===== src/rtl/fg_pkg.sv =====
package fg_pkg;
  localparam logic [7:0] KEY_OPEN = 8'hAA;
  localparam logic [7:0] KEY_LOCK = 8'hCC;

  typedef enum logic [1:0] {
    ACC_RD  = 2'd0,
    ACC_WR  = 2'd1,
    ACC_ER  = 2'd2,
    ACC_RSV = 2'd3
  } acc_kind_e;

  typedef enum logic [1:0] {
    ST_INIT  = 2'd0,
    ST_IDLE  = 2'd1,
    ST_ERASE = 2'd2
  } opt_st_e;

  function automatic logic [1:0] key_to_level(input logic [7:0] key);
    if (key == KEY_OPEN)      return 2'd0;
    else if (key == KEY_LOCK) return 2'd2;
    else                      return 2'd1;
  endfunction
endpackage


===== src/rtl/fg_opt_ctrl.sv =====
module fg_opt_ctrl import fg_pkg::*; #(
  parameter int         NSECT    = 8,
  parameter logic [7:0] RST_KEY  = 8'hAA,
  parameter logic [NSECT-1:0] RST_MASK = '0
) (
  input  logic             clk,
  input  logic             rst_n,
  input  logic             key_wr,
  input  logic [7:0]       key_data,
  input  logic             mask_wr,
  input  logic [NSECT-1:0] mask_data,
  input  logic             reload,
  input  logic             merase_done,
  output logic [1:0]       lvl,
  output logic [NSECT-1:0] mask_act,
  output logic             ready,
  output logic             merase_start,
  output logic             bkp_clear,
  output logic             key_reject
);
  opt_st_e          st_q, st_d;
  logic [7:0]       pkey_q, pkey_d;
  logic [NSECT-1:0] pmask_q, pmask_d;
  logic [1:0]       lvl_q, lvl_d;
  logic [NSECT-1:0] amask_q, amask_d;
  logic             start_q, start_d;
  logic             bkp_q, bkp_d;

  always_comb begin
    st_d       = st_q;
    pkey_d     = pkey_q;
    pmask_d    = pmask_q;
    lvl_d      = lvl_q;
    amask_d    = amask_q;
    start_d    = 1'b0;
    bkp_d      = 1'b0;
    key_reject = 1'b0;
    unique case (st_q)
      ST_INIT: begin
        lvl_d   = key_to_level(pkey_q);
        amask_d = pmask_q;
        st_d    = ST_IDLE;
      end
      ST_IDLE: begin
        if (mask_wr) pmask_d = mask_data;
        if (key_wr && lvl_q == 2'd2) begin
          key_reject = 1'b1;
        end else if (key_wr && key_data == KEY_OPEN && lvl_q == 2'd1) begin
          pkey_d  = key_data;
          start_d = 1'b1;
          st_d    = ST_ERASE;
        end else if (key_wr) begin
          pkey_d = key_data;
        end
        if (reload && !start_d) begin
          lvl_d   = key_to_level(pkey_q);
          amask_d = pmask_q;
        end
      end
      ST_ERASE: begin
        if (merase_done) begin
          lvl_d = 2'd0;
          bkp_d = 1'b1;
          st_d  = ST_IDLE;
        end
      end
      default: st_d = ST_INIT;
    endcase
  end

  always_ff @(posedge clk or negedge rst_n) begin
    if (!rst_n) begin
      st_q    <= ST_INIT;
      pkey_q  <= RST_KEY;
      pmask_q <= RST_MASK;
      lvl_q   <= 2'd1;
      amask_q <= '1;
      start_q <= 1'b0;
      bkp_q   <= 1'b0;
    end else begin
      st_q    <= st_d;
      pkey_q  <= pkey_d;
      pmask_q <= pmask_d;
      lvl_q   <= lvl_d;
      amask_q <= amask_d;
      start_q <= start_d;
      bkp_q   <= bkp_d;
    end
  end

  assign lvl          = lvl_q;
  assign mask_act     = amask_q;
  assign ready        = (st_q == ST_IDLE);
  assign merase_start = start_q;
  assign bkp_clear    = bkp_q;
endmodule


===== src/rtl/fg_access_chk.sv =====
module fg_access_chk import fg_pkg::*; #(
  parameter int PAGE_W = 5,
  localparam int SECT_W = PAGE_W - 2,
  localparam int NSECT  = 1 << SECT_W
) (
  input  logic              ready,
  input  logic [1:0]        lvl,
  input  logic [NSECT-1:0]  mask_act,
  input  logic              acc_valid,
  input  logic [1:0]        acc_kind,
  input  logic              acc_sys,
  input  logic              acc_dbg,
  input  logic [PAGE_W-1:0] acc_page,
  output logic              acc_ok,
  output logic              deny_mod
);
  logic [SECT_W-1:0] sect;
  logic              sect_prot;
  logic              is_rd, is_mod, path_ok;

  assign sect      = acc_page[PAGE_W-1:2];
  assign sect_prot = mask_act[sect];
  assign is_rd     = (acc_kind == ACC_RD);
  assign is_mod    = (acc_kind == ACC_WR) || (acc_kind == ACC_ER);

  always_comb begin
    if (acc_dbg && lvl == 2'd2)      path_ok = 1'b0;
    else if (acc_sys)                path_ok = is_rd;
    else if (acc_dbg && lvl != 2'd0) path_ok = 1'b0;
    else if (is_rd)                  path_ok = 1'b1;
    else                             path_ok = is_mod && !sect_prot;
  end

  assign acc_ok   = ready && acc_valid && path_ok;
  assign deny_mod = ready && acc_valid && !is_rd && !path_ok;
endmodule


===== src/rtl/fg_err_flag.sv =====
module fg_err_flag (
  input  logic clk,
  input  logic rst_n,
  input  logic set_a,
  input  logic set_b,
  input  logic clr,
  input  logic irq_en,
  output logic flag,
  output logic irq
);
  logic flag_q, flag_d;

  always_comb begin
    flag_d = flag_q;
    if (clr)           flag_d = 1'b0;
    if (set_a || set_b) flag_d = 1'b1;
  end

  always_ff @(posedge clk or negedge rst_n) begin
    if (!rst_n) flag_q <= 1'b0;
    else        flag_q <= flag_d;
  end

  assign flag = flag_q;
  assign irq  = flag_q & irq_en;
endmodule


===== src/rtl/flash_guard.sv =====
module flash_guard import fg_pkg::*; #(
  parameter int         PAGE_W   = 5,
  parameter logic [7:0] RST_KEY  = 8'hAA,
  localparam int        NSECT    = 1 << (PAGE_W - 2)
) (
  input  logic              clk,
  input  logic              rst_n,
  input  logic              key_wr,
  input  logic [7:0]        key_data,
  input  logic              mask_wr,
  input  logic [NSECT-1:0]  mask_data,
  input  logic              reload,
  input  logic              acc_valid,
  input  logic [1:0]        acc_kind,
  input  logic              acc_sys,
  input  logic              acc_dbg,
  input  logic [PAGE_W-1:0] acc_page,
  output logic              acc_ok,
  input  logic              err_clr,
  input  logic              irq_en,
  output logic              err_flag,
  output logic              irq,
  output logic              merase_start,
  input  logic              merase_done,
  output logic              bkp_clear,
  output logic [1:0]        level,
  output logic              opt_ready
);
  logic [1:0]       rs_q;
  logic             rst_int_n;
  logic [NSECT-1:0] mask_act;
  logic             key_reject, deny_mod;

  always_ff @(posedge clk or negedge rst_n) begin
    if (!rst_n) rs_q <= 2'b00;
    else        rs_q <= {rs_q[0], 1'b1};
  end
  assign rst_int_n = rs_q[1];

  fg_opt_ctrl #(.NSECT(NSECT), .RST_KEY(RST_KEY), .RST_MASK('0)) u_opt (
    .clk(clk), .rst_n(rst_int_n),
    .key_wr(key_wr), .key_data(key_data),
    .mask_wr(mask_wr), .mask_data(mask_data),
    .reload(reload), .merase_done(merase_done),
    .lvl(level), .mask_act(mask_act), .ready(opt_ready),
    .merase_start(merase_start), .bkp_clear(bkp_clear),
    .key_reject(key_reject)
  );

  fg_access_chk #(.PAGE_W(PAGE_W)) u_chk (
    .ready(opt_ready), .lvl(level), .mask_act(mask_act),
    .acc_valid(acc_valid), .acc_kind(acc_kind), .acc_sys(acc_sys),
    .acc_dbg(acc_dbg), .acc_page(acc_page),
    .acc_ok(acc_ok), .deny_mod(deny_mod)
  );

  fg_err_flag u_err (
    .clk(clk), .rst_n(rst_int_n),
    .set_a(deny_mod), .set_b(key_reject), .clr(err_clr),
    .irq_en(irq_en), .flag(err_flag), .irq(irq)
  );
endmodule


===== config.mk =====
export PLATFORM = sky130hd
export DESIGN_NAME = flash_guard
export DESIGN_NICKNAME = d
export VERILOG_FILES = /design/src/rtl/fg_pkg.sv /design/src/rtl/fg_opt_ctrl.sv /design/src/rtl/fg_access_chk.sv /design/src/rtl/fg_err_flag.sv /design/src/rtl/flash_guard.sv
export SDC_FILE = /design/constraint.sdc
export NUM_CORES = 1
export LEC_CHECK = 0
export ABC_AREA = 0
export BUFFER_PORTS_ARGS = -buffer_cell sky130_fd_sc_hd__buf_2
export CAP_MARGIN = 20
export CORE_MARGIN = 2
export CORE_UTILIZATION = 55
export CTS_CLUSTER_SIZE = 12
export DETAILED_ROUTE_END_ITERATION = 8
export PLACE_DENSITY = 0.83
export SLEW_MARGIN = 20
export SYNTH_ARGS = -nofsm -noshare
export SYNTH_HDL_FRONTEND = slang
export SYNTH_SLANG_ARGS = --single-unit

===== constraint.sdc =====
create_clock -name clk -period 2.99 [get_ports clk]
set_clock_uncertainty 0.15 [all_clocks]
set_input_delay 0.299 -clock clk [delete_from_list [all_inputs] [get_ports clk]]
set_output_delay 0.299 -clock clk [all_outputs]
set_load 0.05 [all_outputs]

==> key figures <==
Synthesis
  – Largest family of logic cells by synthesized area: multiplexers
  – Post-synth top area cell: dfrtp_1
  – Syn_area_per_cell: 13.9 um2
  – Synth Cell Area: 0.00150 mm2
  – Syn_nets: ~140
  – Post-synth top cells: 28 x mux2_2, 20 x dfrtp_1, 13 x dfstp_2, 5 x nand2_1
  – Post-synth EDFFs: 0
  – Seq cells post-synth: 33
  – Most area-consuming cells after synthesis: dfrtp_1 33%, dfstp_2 23%, mux2_2 21%, nor4bb_1 2.0%, nand2b_1 1.7%
  – Area fraction of the dominant cell type after synthesis: 33.3%
  – Most common cell in the netlist: mux2_2
  – Yosys cell types: 33
  – Warnings, synthesis: 0
  – Synth async-reset ratio: 100%
  – Simple-Gate Fraction of Synth Area: 11.9%
  – Post-synthesis xor/xnor area fraction: 0%
  – Adder-Cell Fraction of Synth Area: 0.832%
  – Mux cell area share after synthesis: between 20% and 30%
  – Sequential area share after synthesis: 56.0%
  – Syn Inst Count: 108
  – Main flop type after synthesis: dfrtp_1
  – Compound-Gate Fraction of Synth Area: 6.49%

GRT
  – Grt ovf: 0
  – Initial antenna violation count: 0
  – First-pass GRT wire length: 5000 um
  – Vias in the first global route: 1085
  – Largest net degree at the start of global routing: 18
  – Total GRT Usage: 20.9%

Floorplan
  – Initial Util: 59.1%
  – Core area: 0.00254 mm2
  – # IOs: between 40 and 50
  – Die area: 0.00317 mm2
  – Die X: around 56 um
  – Die Y: 56.3 um
  – Row count: 18

Final layout
  – # diodes: 0
  – Layout cells sized above 1: 60.9%
  – Final #Nets: 190
  – Non-Filler Instances: between 150 and 200
  – Syn-to-layout area delta: 21.7%

Clock network
  – CTS root buffer: clkbuf_4
  – Clock buffer depth: 2
  – # Post-CTS Setup Buffers: 0
  – Clock slew at reported path FFs: 90 ps
  – CTS tree: done
  – Cts repair resizes: 0
  – Worst-Skew Late Latency: 330 ps
  – CTS sink count: 33
  – CTS buffer count: 5
  – Htree depth: 2

Critical path
  – Crit path DAT: roughly 2000 ps
  – Startpoint Class: flop
  – CP max FO: 2
  – WS Path Type: reg2out
  – CP required: approximately 2500 ps
  – CP endpoint kind: output pin

Route
  – Met3 routed WL: 172 um
  – Vias: approximately 1000
  – DR pass1 iterations: 5
  – Max layer used: met4
  – Antenna-violating nets left: 0
  – Routed Wire Length: approximately 2900 um
  – Detailed Route Iter0 Violations: 16
  – Routed length per instance: between 15 and 20 um
  – Vias per std cell: 5.50
  – Routed wl met2: 1500 um
  – M1 WL: 1250 um
  – DRC viols: 0

Timing
  – Max-slew violations: 0
  – Hold_ws: 42.2 ps
  – Max Freq: around 410 MHz
  – Worst Max-Slew Pin Slew: 672 ps
  – Final hold violation count: 0
  – Rel. slew slack: about 55%
  – Post-Route Setup TNS: 0 ps
  – Finish-stage setup viols: 0
  – Period utilization: 81.9%
  – Final critical-path required period: 2450 ps
  – RSZ-0062 raised after global routing: false

Place
  – Post-DP HPWL: 2250 um
  – Dpl cells: approximately 180
  – I/O Buffers: 39
  – RePlAce Congestion: about 0.76

Power and ir drop
  – Leak: 0.838 nW
  – Overall power: 0.00102 W
  – Max IR drop VDD: ~0.00055 V
  – Power per Cell Area: 559 mW/mm2

Outcome
  – Outcome: complete, no violations

Job
  – Maxcap violations: 0

Min path
  – Tightest Hold Check Type: in2reg
## state kept, by name, indices dropped and copies added (netlist names)
signal              count
rs_q                    2
u_err.flag              1
u_opt.bkp_clear         1
u_opt.lvl               2
u_opt.mask_act          8
u_opt.merase_start      1
u_opt.pkey_q            8
u_opt.pmask_q           8
u_opt.st_q              2
## critical path, stage by stage, from the launching register on
cell      delay [ps]
dfstp_2          380
mux2_2           250
mux4_2           490
nor2_1           120
o2111a_1         170
buf_2            260
## layer usage
layer,up-vias,track usage (%)
met4,0,5.10
li1,487,-
met2,37,35.8
met3,4,7.60
met1,495,25.0
met5,-,0
## placed cells by master, fill, tap and decap left out, drive strengths merged, types with 2 or more instances in the layout
cell    count
clkbuf      7
buf        41
nor4bb      3
nor2b       3
dfrtp      20
nand2b      4
mux2       28
o21ai       2
dfstp      13
and2        2
nand2       5
nor2        3
inv         4
## cells by family (layout without fill, tap and decap cells)
logic type | count (synthesis) | after routing
DFF | 33 | 33
muxes | 29 | 29
and+or+nand+nor | 26 | 26
AOI/OAI and AO/OA | 12 | 12
buffers and inverters | 6 | 54
adders and majority gates | 1 | 1
other | 1 | 1
## power breakdown
| part | total [W] | internal, W | switching, W |
|---|---|---|---|
| logic | 0.000145 | 0.0000785 | 0.0000666 |
| clock network | 0.000343 | 0.000200 | 0.000144 |
| registers | 0.000536 | 0.000507 | 0.0000288 |
## metrics by stage
| step | worst slack [ps] | instance area [um2] | util [%] |
|---|---|---|---|
| after floorplan | 886 | 1500 | - |
| after global placement | 728 | 1740 | 68.2 |
| after detailed placement | 705 | 1740 | 68.2 |
| after CTS | 517 | 1830 | 71.9 |
| after global routing | 452 | 1830 | 71.9 |
| final | 541 | 1830 | 71.9 |
## cell type report
cell class              instances  area [um2]
flip-flops and latches         33         842
clock inverters                 1        30.0
inverters                       4        15.0
fillers                       186         714
clock buffers                   7        55.1
multi-input cells              69         631
repair buffers                 42         220
well taps                      30        37.5
## worst paths after layout
path	startpoint	endpoint	slack, ps	depth (start not counted)
setup / recovery	u_opt.mask_act[7]	acc_ok	540	5
max in group asynchronous	rs_q[1]	u_opt.mask_act[6]	1910	1
setup reg to reg	u_opt.st_q[0]	u_opt.pkey_q[6]	1000	4
hold / removal	mask_data[6]	u_opt.pmask_q[6]	40	2
min in group asynchronous	rs_q[1]	u_opt.lvl[1]	80	0
hold reg to reg	rs_q[1]	u_opt.lvl[1]	80	0
## what timing repair did
item / in CTS / in global routing
endpoints found under the setup margin: 0 / 0
hold buffers: 1 / 0
endpoints found under the hold margin: 2 / 0
(Power assumes the default switching activity.)
